<file path="config.mk">
export PLATFORM = sky130hd
export DESIGN_NAME = dll_lock_ctrl
export DESIGN_NICKNAME = d
export VERILOG_FILES = /design/src/rtl/dll_lock_pkg.sv /design/src/rtl/dll_rate_div.sv /design/src/rtl/dll_edge_watch.sv /design/src/rtl/dll_tap_stepper.sv /design/src/rtl/dll_lock_ctrl.sv
export SDC_FILE = /design/constraint.sdc
export NUM_CORES = 1
export LEC_CHECK = 0
export BUFFER_PORTS_ARGS = -buffer_cell sky130_fd_sc_hd__buf_2
export CAP_MARGIN = 30
export CORE_ASPECT_RATIO = 1.1
export CORE_UTILIZATION = 55
export DETAILED_ROUTE_END_ITERATION = 7
export PLACE_DENSITY = 0.76
export SETUP_SLACK_MARGIN = 0.2
export SKIP_CTS_REPAIR_TIMING = 1
export SLEW_MARGIN = 25
export SYNTH_ARGS = -nofsm -noshare
export SYNTH_HDL_FRONTEND = slang
export SYNTH_SLANG_ARGS = --single-unit
</file>
<file path="constraint.sdc">
create_clock -name clk -period 2.7 [get_ports clk]
set_input_delay 0.135 -clock clk [delete_from_list [all_inputs] [get_ports clk]]
set_output_delay 0.135 -clock clk [all_outputs]
set_load 0.02 [all_outputs]
</file>
<file path="src/rtl/dll_lock_pkg.sv">
package dll_lock_pkg;

    typedef enum logic [1:0] {
        ST_ACQUIRE = 2'd0,
        ST_TRACK   = 2'd1,
        ST_FAULT   = 2'd2
    } lock_state_t;

    typedef enum logic [1:0] {
        STEP_HOLD = 2'd0,
        STEP_UP   = 2'd1,
        STEP_DOWN = 2'd2
    } step_t;

    // Early alone adds delay, late alone removes it, anything else holds.
    function automatic step_t decode_step(input logic is_early, input logic is_late);
        if (is_early && !is_late) begin
            return STEP_UP;
        end else if (is_late && !is_early) begin
            return STEP_DOWN;
        end
        return STEP_HOLD;
    endfunction

endpackage

</file>
<file path="src/rtl/dll_rate_div.sv">
module dll_rate_div #(
    parameter int DIV = 8
) (
    input  logic clk,
    input  logic rst,
    output logic tick
);
    localparam int CW = (DIV > 2) ? $clog2(DIV) : 1;
    localparam logic [CW-1:0] LAST = CW'(DIV - 1);

    logic [CW-1:0] cnt_q;

    always_ff @(posedge clk) begin
        if (rst) begin
            cnt_q <= '0;
        end else if (cnt_q == LAST) begin
            cnt_q <= '0;
        end else begin
            cnt_q <= cnt_q + 1'b1;
        end
    end

    assign tick = (cnt_q == LAST);
endmodule

</file>
<file path="src/rtl/dll_edge_watch.sv">
module dll_edge_watch #(
    parameter int MISS_LIMIT = 12
) (
    input  logic clk,
    input  logic rst,
    input  logic ref_edge,
    output logic miss
);
    localparam int GW = (MISS_LIMIT > 2) ? $clog2(MISS_LIMIT) : 1;
    localparam logic [GW-1:0] GAP_LAST = GW'(MISS_LIMIT - 1);

    logic [GW-1:0] gap_q;

    assign miss = !ref_edge && (gap_q == GAP_LAST);

    always_ff @(posedge clk) begin
        if (rst || ref_edge || miss) begin
            gap_q <= '0;
        end else begin
            gap_q <= gap_q + 1'b1;
        end
    end
endmodule

</file>
<file path="src/rtl/dll_tap_stepper.sv">
module dll_tap_stepper
    import dll_lock_pkg::*;
#(
    parameter int TAP_W = 8
) (
    input  logic             clk,
    input  logic             rst,
    input  logic             step_en,
    input  step_t            step_dir,
    output logic [TAP_W-1:0] tap,
    output logic             at_top,
    output logic             at_bot
);
    localparam logic [TAP_W-1:0] TAP_MID = TAP_W'(1) << (TAP_W - 1);

    logic [TAP_W-1:0] tap_q;

    always_ff @(posedge clk) begin
        if (rst) begin
            tap_q <= TAP_MID;
        end else if (step_en) begin
            unique case (step_dir)
                STEP_UP:   tap_q <= tap_q + 1'b1;
                STEP_DOWN: tap_q <= tap_q - 1'b1;
                default:   tap_q <= tap_q;
            endcase
        end
    end

    assign tap    = tap_q;
    assign at_top = &tap_q;
    assign at_bot = ~|tap_q;
endmodule

</file>
<file path="src/rtl/dll_lock_ctrl.sv">
module dll_lock_ctrl
    import dll_lock_pkg::*;
#(
    parameter int TAP_W      = 8,
    parameter int UPDATE_DIV = 8,
    parameter int LOCK_QUAL  = 4,
    parameter int MISS_LIMIT = 12
) (
    input  logic             clk,
    input  logic             rst,
    input  logic             ref_edge,
    input  logic             early,
    input  logic             late,
    output logic [TAP_W-1:0] tap_sel,
    output logic             locked,
    output logic             tap_err
);
    localparam int QW = $clog2(LOCK_QUAL + 1);
    localparam logic [QW-1:0] QUIET_LAST = QW'(LOCK_QUAL - 1);

    lock_state_t state_q, state_d;
    logic [QW-1:0] quiet_q, quiet_d;
    logic   tick, miss, at_top, at_bot, hit_limit, step_en;
    step_t  step;

    dll_rate_div #(.DIV(UPDATE_DIV)) u_div (
        .clk  (clk),
        .rst  (rst),
        .tick (tick)
    );

    dll_edge_watch #(.MISS_LIMIT(MISS_LIMIT)) u_watch (
        .clk      (clk),
        .rst      (rst),
        .ref_edge (ref_edge),
        .miss     (miss)
    );

    assign step      = decode_step(early, late);
    assign hit_limit = tick && (state_q != ST_FAULT) &&
                       (((step == STEP_UP) && at_top) || ((step == STEP_DOWN) && at_bot));
    assign step_en   = tick && (state_q != ST_FAULT) && (step != STEP_HOLD) && !hit_limit;

    dll_tap_stepper #(.TAP_W(TAP_W)) u_tap (
        .clk      (clk),
        .rst      (rst),
        .step_en  (step_en),
        .step_dir (step),
        .tap      (tap_sel),
        .at_top   (at_top),
        .at_bot   (at_bot)
    );

    // Next state and quiet-run count
    always_comb begin
        state_d = state_q;
        quiet_d = '0;
        unique case (state_q)
            ST_ACQUIRE: begin
                if (hit_limit) begin
                    state_d = ST_FAULT;                 // exhaust
                end else if (miss) begin
                    quiet_d = '0;
                end else if (tick) begin
                    if (step != STEP_HOLD) begin
                        quiet_d = '0;
                    end else if (quiet_q == QUIET_LAST) begin
                        state_d = ST_TRACK;             // qualify
                    end else begin
                        quiet_d = quiet_q + 1'b1;
                    end
                end else begin
                    quiet_d = quiet_q;
                end
            end
            ST_TRACK: begin
                if (hit_limit) begin
                    state_d = ST_FAULT;                 // exhaust
                end
            end
            ST_FAULT: begin
                state_d = ST_FAULT;
            end
            default: begin
                state_d = ST_ACQUIRE;
            end
        endcase
    end

    // State register (restart on reset)
    always_ff @(posedge clk) begin
        if (rst) begin
            state_q <= ST_ACQUIRE;
            quiet_q <= '0;
        end else begin
            state_q <= state_d;
            quiet_q <= quiet_d;
        end
    end

    // Outputs
    always_comb begin
        locked  = (state_q == ST_TRACK);
        tap_err = (state_q == ST_FAULT);
    end
endmodule

</file>
==> flow_summary.json, run 1 <==
{
  "status": "complete, no violations",
  "syn-cell-area_um2": 1320,
  "fin_setup_tns_ns": 0,
  "rows": 18,
  "insertion_delay_ns": 0.29,
  "hold_viol_final": 0,
  "h-tree-depth": 1,
  "cts_inserted_buffers": 3,
  "crit_path_frequent_cell": "ha_1",
  "use_met1_pct": 25.3,
  "slew_headroom_pct": 64.0,
  "grt_pass1_vias": 1168,
  "fill_cells": 217,
  "yosysTopAreaCellShare_pct": 30.4,
  "synth.most_common_cell": "dfxtp_1",
  "async_reset_ff_share_pct": 0,
  "max_stage_delay_ns": 0.56,
  "fin_nets": 192,
  "grt_overflow_total": 0,
  "yosys_warnings": 0,
  "grtUsageTotal_pct": 24.2,
  "worstPathMaxFanout": 12,
  "clkTransAtPathRegs_ns": 0.11,
  "peakVddDrop_mv": 0.205,
  "fmax_mhz": 440,
  "crit_path_cell_trace": "ha_1, ha_1, nand2b_1, or4_2, o221ai_1, o21ai_0, mux2i_1",
  "synth_top_cell_by_area": "dfxtp_1",
  "cp-end-kind": "register",
  "globalRouteMet3Util_pct": 3.45,
  "tightest_slew_ns": 0.533,
  "cts.path.max_buffers": 2,
  "antenna_left": 0,
  "fin_hold_ws_ns": 0.177,
  "dieHeight_um": 53.3,
  "crit_arrival_ns": 2.44,
  "synth.avg_cell_area_um2": 8.55,
  "root_buffer": "clkbuf_4",
  "routed_via_density": 5.80,
  "synth_edf_count": 0,
  "place_congestion": 0.781,
  "hpwl_mm": 2.20,
  "syn_to_final_growth_pct": 8.75,
  "crit_type": "reg -> reg",
  "hp-class": "in -> reg",
  "setup_viol": 0,
  "synth_nets": 176,
  "syn_inst": 154,
  "die_w_um": 48.6,
  "maxSlewViolCount": 0,
  "layout_min_cycle_time_ns": 2.27,
  "rsz0062_at_grt": "no",
  "cts_tree": "built",
  "grt_pass1_wl_mm": 4.83,
  "cp_slowest_cell": "or4_2",
  "clock_skew_ns": 0.00336,
  "leakagePower_nw": 0.618,
  "grt_max_degree": 19,
  "synth_common_cells": "20 x dfxtp_1, 16 x ha_1, 15 x inv_1, 12 x nand2_1, 9 x nor2_1",
  "cts_sinks": 20,
  "cap_violations": 0,
  "drive_gt1_share_pct": 13.7,
  "drt_pass1_iterations": 4,
  "wirelength_mm": 2.88,
  "grt-busiest-layer": "met2",
  "ys.flop_type": "dfxtp_1",
  "use_met2_pct": 48.1,
  "io-pin-count": 15,
  "post-route-period-util_pct": 84.2,
  "die_area_um2": 2590,
  "required_ns": 2.87,
  "synth-seq-cells": 20,
  "core_area_um2": 2250,
  "antenna_found_initial": 0,
  "dr_total_vias": 1148,
  "critPathLaunchType": "register",
  "wl_per_cell_um": 14.5,
  "start_util_pct": 58.4,
  "drc": 0,
  "drtIter0Drc": 20,
  "yosysUniqueCellTypes": 41,
  "seq_area_frac_synth_pct": 30.4,
  "netlist_top_cells_area": "dfxtp_1 30%, ha_1 15%, inv_1 4.3%, nand2_1 3.4%, nand2b_1 2.9%",
  "powerDensity_nw_per_um2": 342,
  "diodes": 0,
  "place.port_buffers": 14
}
## routing by layer
metal	up-vias	wire, um
li1	578	-
met1	548	1200
met2	18	1580
met3	4	65
met4	0	29
met5	-	0
## where the power goes
group	internal (mW)	switching, mW
logic	0.0204	0.0280
clock network	0.0518	0.0858
registers	0.301	0.00302
## metrics by stage
step           setup WS (ns)  cell area (um2)  instances  util, %  total power [mW]
2_1_floorplan          0.571             1320        154        -             0.346
3_3_place_gp           0.434             1410        195     62.6             0.355
3_5_place_dp           0.379             1410        195     62.6             0.358
4_1_cts                0.430             1430        198     63.6             0.499
5_1_grt                0.231             1430        198     63.6             0.515
6_report               0.427             1430        198     63.6             0.490
## final timing paths
check / start / endpoint / slack, ns / cells past startpoint
worst max-delay path: u_div.cnt_q[0] / state_q[0] / 0.43 / 7
worst min-delay path: ref_edge / u_watch.gap_q[0] / 0.18 / 3
worst max register to register: u_div.cnt_q[0] / state_q[0] / 0.43 / 7
worst min register to register: u_div.cnt_q[0] / u_div.cnt_q[0] / 0.44 / 1
## layout by cell type (no fill, tap or decap), drive strengths merged, types with 3 or more instances in the layout
cell type  synthesis  routed
nor2               9       9
nand3b             3       3
or4                3       3
o21ai              4       4
xor2               3       3
nor4               3       3
clkbuf             3       3
nand3              6       6
dfxtp             20      20
xnor2              3       3
nand2             12      12
nor3               6       6
buf                1      15
ha                16      16
inv               15      15
nor2b              3       3
a21oi              7       7
or3                3       3
nand2b             6       6
## logic make-up (layout without fill, tap and decap cells)
| logic type | Yosys count | count (layout) | share of synthesized area, % |
|---|---|---|---|
| simple gates | 64 | 64 | 27.8 |
| compound gates | 26 | 26 | 13.6 |
| flops | 20 | 20 | 30.4 |
| buf+inv | 19 | 33 | 5.99 |
| fa+ha+maj | 17 | 17 | 16.7 |
| xor+xnor | 6 | 6 | 3.99 |
| mux | 2 | 2 | 1.52 |
## cell type report
cell class	count	area, um2	share of cell area, %
Multi-Input combinational cell	115	837	58.5
Sequential cell	20	400	28.0
Timing Repair Buffer	15	77.6	5.42
Inverter	15	56.3	3.93
Tap cell	30	37.5	2.62
Clock buffer	3	22.5	1.57
## worst max-delay path, delay by kind of cell, from the launching register on
family	cells	cell delay [ns]
simple gates	2	0.72
compound gates	2	0.40
fa+ha+maj	2	0.51
mux	1	0.18
flops	1	0.35
## state kept, by name, summed over array words and instances, names as in the netlist
name and cells:
quiet_q 3, state_q 2, u_div.cnt_q 3, u_tap.tap 8
u_watch.gap_q 4
Power figures use the tool's default switching activity.
==> run 2, diff against run 1 <==
Settings changed: ABC_AREA set to 1.
Clock period 2.7 ns to 2.16 ns, I/O delays scaled along.
==> run 2 against run 1 <==
Against the previous run: power up 52%; largest power group unchanged; non-clock buffer count down 1; register-to-register slack better by 0.04 ns; synthesized cell count up 14%; sequential power up 25%; critical endpoint is now u_tap.tap[6].
==> flow_summary.json, run 2 <==
{
  "insertion_delay_ns": 0.30,
  "clkTransAtPathRegs_ns": 0.12,
  "r2r_cells": 9,
  "rows": 18,
  "r2r_start": "u_div.cnt_q[0]",
  "antenna_left": 0,
  "layout_min_cycle_time_ns": 1.69,
  "status": "complete, no violations",
  "synth_top_cell_by_area": "dfxtp_1",
  "drive_gt1_share_pct": 15.0,
  "grt_pass1_vias": 995,
  "largest_register_ffs": 8,
  "synth.avg_cell_area_um2": 7.46,
  "start_util_pct": 58.0,
  "yosysTopAreaCellShare_pct": 30.7,
  "dieHeight_um": 53.1,
  "dr_total_vias": 1145,
  "slew_headroom_pct": 76.5,
  "worstHoldStart": "rst",
  "yosys_warnings": 0,
  "synth_edf_count": 0,
  "syn_inst": 175,
  "grt_pass1_wl_mm": 4.27,
  "io-pin-count": 15,
  "wirelength_mm": 2.52,
  "h-tree-depth": 1,
  "cts.path.max_buffers": 2,
  "drt_pass1_iterations": 4,
  "die_w_um": 48.5,
  "core_area_um2": 2250,
  "cp-end-kind": "register",
  "holdPathEnd": "u_tap.tap[2]",
  "placed_area_um2": 1410,
  "ys.flop_type": "dfxtp_1",
  "synth.most_common_cell": "nand2_1",
  "async_reset_ff_share_pct": 0,
  "wl_per_cell_um": 11.3,
  "crit_arrival_ns": 1.90,
  "fmax_mhz": 592,
  "finalPower_uw": 745,
  "stdcell_count": 223,
  "drc": 0,
  "hpwl_mm": 2.00,
  "synth_nets": 197,
  "synth_common_cells": "40 x nand2_1, 27 x nor2_1, 20 x dfxtp_1, 19 x inv_1, 16 x ha_1",
  "rsz0062_at_grt": "no",
  "cts_sinks": 20,
  "post-route-period-util_pct": 78.2,
  "cap_violations": 0,
  "hold_depth": 2,
  "die_area_um2": 2570,
  "peakVddDrop_mv": 0.350,
  "place.port_buffers": 14,
  "syn-cell-area_um2": 1310,
  "drtIter0Drc": 33,
  "powerDensity_nw_per_um2": 508,
  "required_ns": 2.37,
  "tightest_slew_ns": 0.353,
  "routed_via_density": 5.13,
  "worstPathMaxFanout": 10,
  "fin_hold_ws_ns": 0.00948,
  "grt_overflow_total": 0,
  "place_congestion": 0.944,
  "wl_met1_mm": 1.22,
  "antenna_found_initial": 0,
  "setup_viol": 0,
  "hp-class": "in -> reg",
  "cts_inserted_buffers": 3,
  "clock_skew_ns": 0.00227,
  "netlist_top_cells_area": "dfxtp_1 31%, ha_1 15%, nand2_1 11%, nor2_1 7.8%, inv_1 5.5%",
  "critPathLaunchType": "register",
  "wl_met3_um": 55,
  "syn_to_final_growth_pct": 12.3,
  "synth-seq-cells": 20,
  "maxSlewViolCount": 0,
  "mostFrequentLayoutCell": "nand2_1",
  "cts_tree": "built",
  "r2r_end": "u_tap.tap[6]",
  "diodes": 0,
  "crit_type": "reg -> reg",
  "seq_area_frac_synth_pct": 30.7,
  "layout_setup_ws_ns": 0.470,
  "root_buffer": "clkbuf_4",
  "fin_nets": 216,
  "grtUsageTotal_pct": 21.7,
  "final_cell_mix": "40 x nand2_1, 27 x nor2_1, 20 x dfxtp_1",
  "yosysUniqueCellTypes": 27,
  "grt_max_degree": 13,
  "fin_setup_tns_ns": 0,
  "routed.top_layer": "met4",
  "place_ws_ns": 0.323,
  "wl_met2_mm": 1.22,
  "leakagePower_nw": 0.746,
  "dp.cells": 219,
  "stdcell_area_um2": 1470,
  "post-route-util_pct": 65.1,
  "hold_viol_final": 0,
  "r2r_slack_ns": 0.47
}
run 2: where the power goes:
group	internal [mW]	leakage, nW	switching, mW
Combinational	0.0215	0.556	0.0352
Sequential	0.376	0.162	0.00351
Clock	0.188	0.0279	0.122
run 2: cell type report:
class,instances,area (um2)
inverters,22,85.1
well taps,30,37.5
clock inverters,1,30.0
flip-flops and latches,20,400
multi-input cells,133,821
repair buffers,14,70.1
clock buffers,3,22.5
fillers,199,786
run 2: worst max path at each step:
stage,start,to,slack (ns),cells after the start
2_1_floorplan,u_tap.tap[0],u_tap.tap[6],0.51,8
3_3_place_gp,early,u_tap.tap[5],0.38,11
3_5_place_dp,early,u_tap.tap[5],0.32,11
4_1_cts,u_div.cnt_q[0],u_tap.tap[6],0.46,9
5_1_grt,u_div.cnt_q[0],u_tap.tap[6],0.27,9
6_report,u_div.cnt_q[0],u_tap.tap[6],0.47,9
run 2: cell families (layout without fill, tap and decap cells):
| logic type | count (synthesis) | count (layout) | share of synthesized area (%) |
|---|---|---|---|
| AO/OA/AOI/OAI | 18 | 18 | 7.76 |
| XOR/XNOR | 7 | 7 | 4.69 |
| AND/OR/NAND/NOR | 91 | 91 | 33.5 |
| adder cells (fa/ha/maj) | 17 | 17 | 16.9 |
| flip-flops | 20 | 20 | 30.7 |
| buffers and inverters | 22 | 40 | 6.51 |
run 2: critical path, cell delays in order, from the launching register on:
cell and delay [ns]:
dfxtp_1 0.35, ha_1 0.15, ha_1 0.17, clkinv_1 0.23, nor2_8 0.19, nand2_4 0.10, nand3_4 0.14, inv_4 0.08
o21ai_1 0.13, nor2_1 0.05
run 2: per-layer routing:
| metal | track usage [%] | up-vias |
|---|---|---|
| li1 | - | 602 |
| met1 | 26.3 | 524 |
| met2 | 40.1 | 15 |
| met3 | 2.01 | 4 |
| met4 | 7.84 | 0 |
| met5 | 0 | - |
==> run 3, diff against run 2 <==
Settings changed: ABC_AREA 1 to 0, CORE_UTILIZATION 55 to 51, PLACE_DENSITY 0.76 to 0.74.
Clock period 2.16 ns to 1.4 ns, I/O delays scaled along.
==> run 3 against run 2 <==
Against the previous run: the run now fails in 5_1_grt; synthesized cell count is 12% lower; area after synthesis increased by 0.77%.
==> flow_summary.json, run 3 <==
{
  "synth_common_cells": "20 x dfxtp_1, 16 x ha_1, 15 x inv_1, 12 x nand2_1, 9 x nor2_1",
  "error": "[ERROR DPL-0038] Utilization greater than 100%, impossible to legalize",
  "postGrtWorstEndpoint": "u_tap.tap[7]$_SDFFE_PP1P_/D",
  "dieHeight_um": 55.3,
  "grt_max_degree": 19,
  "synth_nets": 176,
  "synth-seq-cells": 20,
  "synth_edf_count": 0,
  "place_congestion": 0.824,
  "dp.cells": 236,
  "cts.path.max_buffers": 2,
  "ys.flop_type": "dfxtp_1",
  "async_reset_ff_share_pct": 0,
  "synth_top_cell_by_area": "dfxtp_1",
  "h-tree-depth": 1,
  "synth.most_common_cell": "dfxtp_1",
  "seq_area_frac_synth_pct": 30.4,
  "root_buffer": "clkbuf_4",
  "netlist_top_cells_area": "dfxtp_1 30%, ha_1 15%, inv_1 4.3%, nand2_1 3.4%, nand2b_1 2.9%",
  "start_util_pct": 56.2,
  "io-pin-count": 15,
  "cts_inserted_buffers": 3,
  "worst-endpoint-pin-kind": "register input",
  "syn-cell-area_um2": 1320,
  "syn_inst": 154,
  "placed_area_um2": 1820,
  "lastStage": "5_1_grt",
  "synth.avg_cell_area_um2": 8.55,
  "cts_sinks": 20,
  "status": "stopped before the end",
  "yosys_warnings": 0,
  "yosysTopAreaCellShare_pct": 30.4,
  "die_w_um": 50.4,
  "rows": 18,
  "place.port_buffers": 14,
  "hpwl_mm": 2.66,
  "yosysUniqueCellTypes": 41
}
## run 3: changes by cell type after synthesis, moves of 4 or more
cell / before / now
nand2_1: 40 / 12
nor2_1: 27 / 9
nand2b_1: 0 / 6
a21oi_1: 11 / 7
inv_1: 19 / 15
nor3_1: 2 / 6
## run 3: metrics by stage
step	worst slack [ns]	util [%]
floorplan	-0.535	-
global placement	-0.525	77.7
detailed placement	-0.649	77.7
CTS	-0.588	79.8
## run 3: cell families after synthesis
kind of cell,Yosys count,synth area share [%]
compound gates,26,13.6
fa+ha+maj,17,16.7
mux,2,1.52
xor+xnor,6,3.99
flops,20,30.4
buf+inv,19,5.99
simple gates,64,27.8
==> run 4, diff against run 3 <==
Settings changed: CORE_AREA set to 2 2 63 65, CORE_ASPECT_RATIO 1.1 to not set, CORE_UTILIZATION 51 to not set, DIE_AREA set to 0 0 65 67, PLACE_DENSITY 0.74 to not set, PLACE_DENSITY_LB_ADDON set to 0.15, SETUP_SLACK_MARGIN 0.2 to not set.
Clock period 1.4 ns to 1.82 ns, I/O delays scaled along.
==> run 4 against run 3 <==
Against the previous run: the flow now finishes, with violations (setup timing).
==> flow_summary.json, run 4 (same netlist as run 1, synthesis figures left out) <==
{
  "status": "finished with violations",
  "failed_checks": "setup timing",
  "stdcell_area_um2": 1910,
  "wl_per_cell_um": 13.2,
  "root_buffer": "clkbuf_8",
  "max_stage_delay_ns": 0.48,
  "clkTransAtPathRegs_ns": 0.08,
  "swShare_pct": 24.9,
  "clock_skew_ns": 0.00685,
  "multi_input_area_um2": 1030,
  "dieHeight_um": 67,
  "drtIter0Drc": 60,
  "cts_inserted_buffers": 3,
  "r2r_end": "u_tap.tap[7]",
  "diodes": 0,
  "fill_cells": 323,
  "register_area_um2": 434,
  "fin_hold_ws_ns": 0.168,
  "clock_power_share_pct": 35.8,
  "grt_pass1_vias": 1298,
  "dr_total_vias": 1264,
  "tightest_slew_ns": 0.339,
  "required_ns": 1.97,
  "routed_via_density": 5.18,
  "place.port_buffers": 14,
  "powerDensity_nw_per_um2": 444,
  "hpwl_mm": 2.38,
  "cap_violations": 0,
  "grt_overflow_total": 0,
  "power.switching_uw": 211,
  "die_area_um2": 4360,
  "leakagePower_nw": 0.779,
  "cp_slowest_cell": "or4_4",
  "syn_to_final_growth_pct": 45.0,
  "drive_gt1_share_pct": 43.4,
  "rsz0062_at_grt": "yes",
  "critPathLaunchType": "register",
  "crit_path_cell_trace": "inv_2, ha_4, nand2b_4, or4_4, o31a_1, or3_1",
  "startpoint": "state_q[0]",
  "maxSlewViolCount": 0,
  "largest_register_ffs": 8,
  "cts_tree": "built",
  "final_cell_mix": "28 x buf_4, 14 x inv_1, 14 x buf_2",
  "grt_max_degree": 19,
  "antenna_left": 0,
  "post-route-period-util_pct": 101,
  "start_util_pct": 36.5,
  "io-pin-count": 15,
  "drt_pass1_iterations": 4,
  "die_w_um": 65,
  "core_area_um2": 3610,
  "drc": 0,
  "place_ws_ns": -0.202,
  "cts_sinks": 20,
  "hold_viol_final": 0,
  "pwr-share-seq_pct": 52.2,
  "setup_viol": 1,
  "layout_min_cycle_time_ns": 1.84,
  "rows": 22,
  "worstPathMaxFanout": 3,
  "wirelength_mm": 3.22,
  "grt_pass1_wl_mm": 5.49,
  "cp-end-kind": "register",
  "fmax_mhz": 542,
  "cts.path.max_buffers": 2,
  "layout_setup_ws_ns": -0.0235,
  "grtUsageTotal_pct": 16.1,
  "insertion_delay_ns": 0.26,
  "power_frac_comb_pct": 12.0,
  "r2r_start": "state_q[0]",
  "mostFrequentLayoutCell": "buf_4",
  "crit_type": "reg -> reg",
  "hp-class": "in -> reg",
  "slew_headroom_pct": 77.4,
  "placed_area_um2": 1710,
  "fin_nets": 219,
  "place_congestion": 0.810,
  "p_int_uw": 636,
  "r2r_cells": 6,
  "peakVddDrop_mv": 0.275,
  "h-tree-depth": 1,
  "antenna_found_initial": 0,
  "crit_arrival_ns": 1.99,
  "r2r_slack_ns": -0.02,
  "cp-endpoint": "u_tap.tap[7]"
}
==> run 4: worst min path at each step <==
stage	start	end	slack [ns]	cells after the start
2_1_floorplan	ref_edge	u_watch.gap_q[1]	0.31	2
3_3_place_gp	quiet_q[2]	quiet_q[2]	0.41	2
3_5_place_dp	quiet_q[2]	quiet_q[2]	0.41	2
4_1_cts	ref_edge	u_watch.gap_q[1]	0.17	3
5_1_grt	ref_edge	u_watch.gap_q[0]	0.19	3
6_report	ref_edge	u_watch.gap_q[1]	0.17	3
==> run 4: critical path, delay by kind of cell, from the launching register on <==
family / cells / cell delay, ns
AND/OR/NAND/NOR: 3 / 0.91
flip-flops: 1 / 0.34
AO/OA/AOI/OAI: 1 / 0.28
adder cells (fa/ha/maj): 1 / 0.15
buffers and inverters: 1 / 0.05
==> run 4: layer usage <==
layer | wire length (um) | global-route usage, % | share of wire (%)
met3 | 132 | 3.21 | 4.1
met1 | 1510 | 19.4 | 47
met5 | 0 | 0 | 0
met4 | 34 | 5.59 | 1.1
met2 | 1540 | 28.5 | 48
==> run 4: layout make-up <==
type / count / share of cell area [%]
Clock buffer: 3 / 2.16
Clock inverter: 1 / 0.197
Inverter: 15 / 2.95
Multi-Input combinational cell: 115 / 54.1
Sequential cell: 20 / 22.8
Tap cell: 48 / 3.15
Timing Repair Buffer: 42 / 14.7
==> run 4: per-stage QoR <==
step | utilization [%] | instances | total power, mW | TNS, ns
2_1_floorplan | - | 154 | 0.511 | -0.115
3_3_place_gp | 47.4 | 238 | 0.537 | -0.246
3_5_place_dp | 47.4 | 238 | 0.541 | -0.359
6_report | 52.9 | 244 | 0.846 | -0.0235
4_1_cts | 48.6 | 242 | 0.847 | -0.263
5_1_grt | 52.9 | 244 | 0.895 | -0.149
==> run 4: power by group through the flow <==
stage	clock [mW]	combinational [mW]	sequential (mW)
3_5_place_dp	0	0.0897	0.451
6_report	0.303	0.102	0.442
3_3_place_gp	0	0.0868	0.450
2_1_floorplan	0	0.0609	0.450
5_1_grt	0.336	0.116	0.443
4_1_cts	0.316	0.0904	0.440
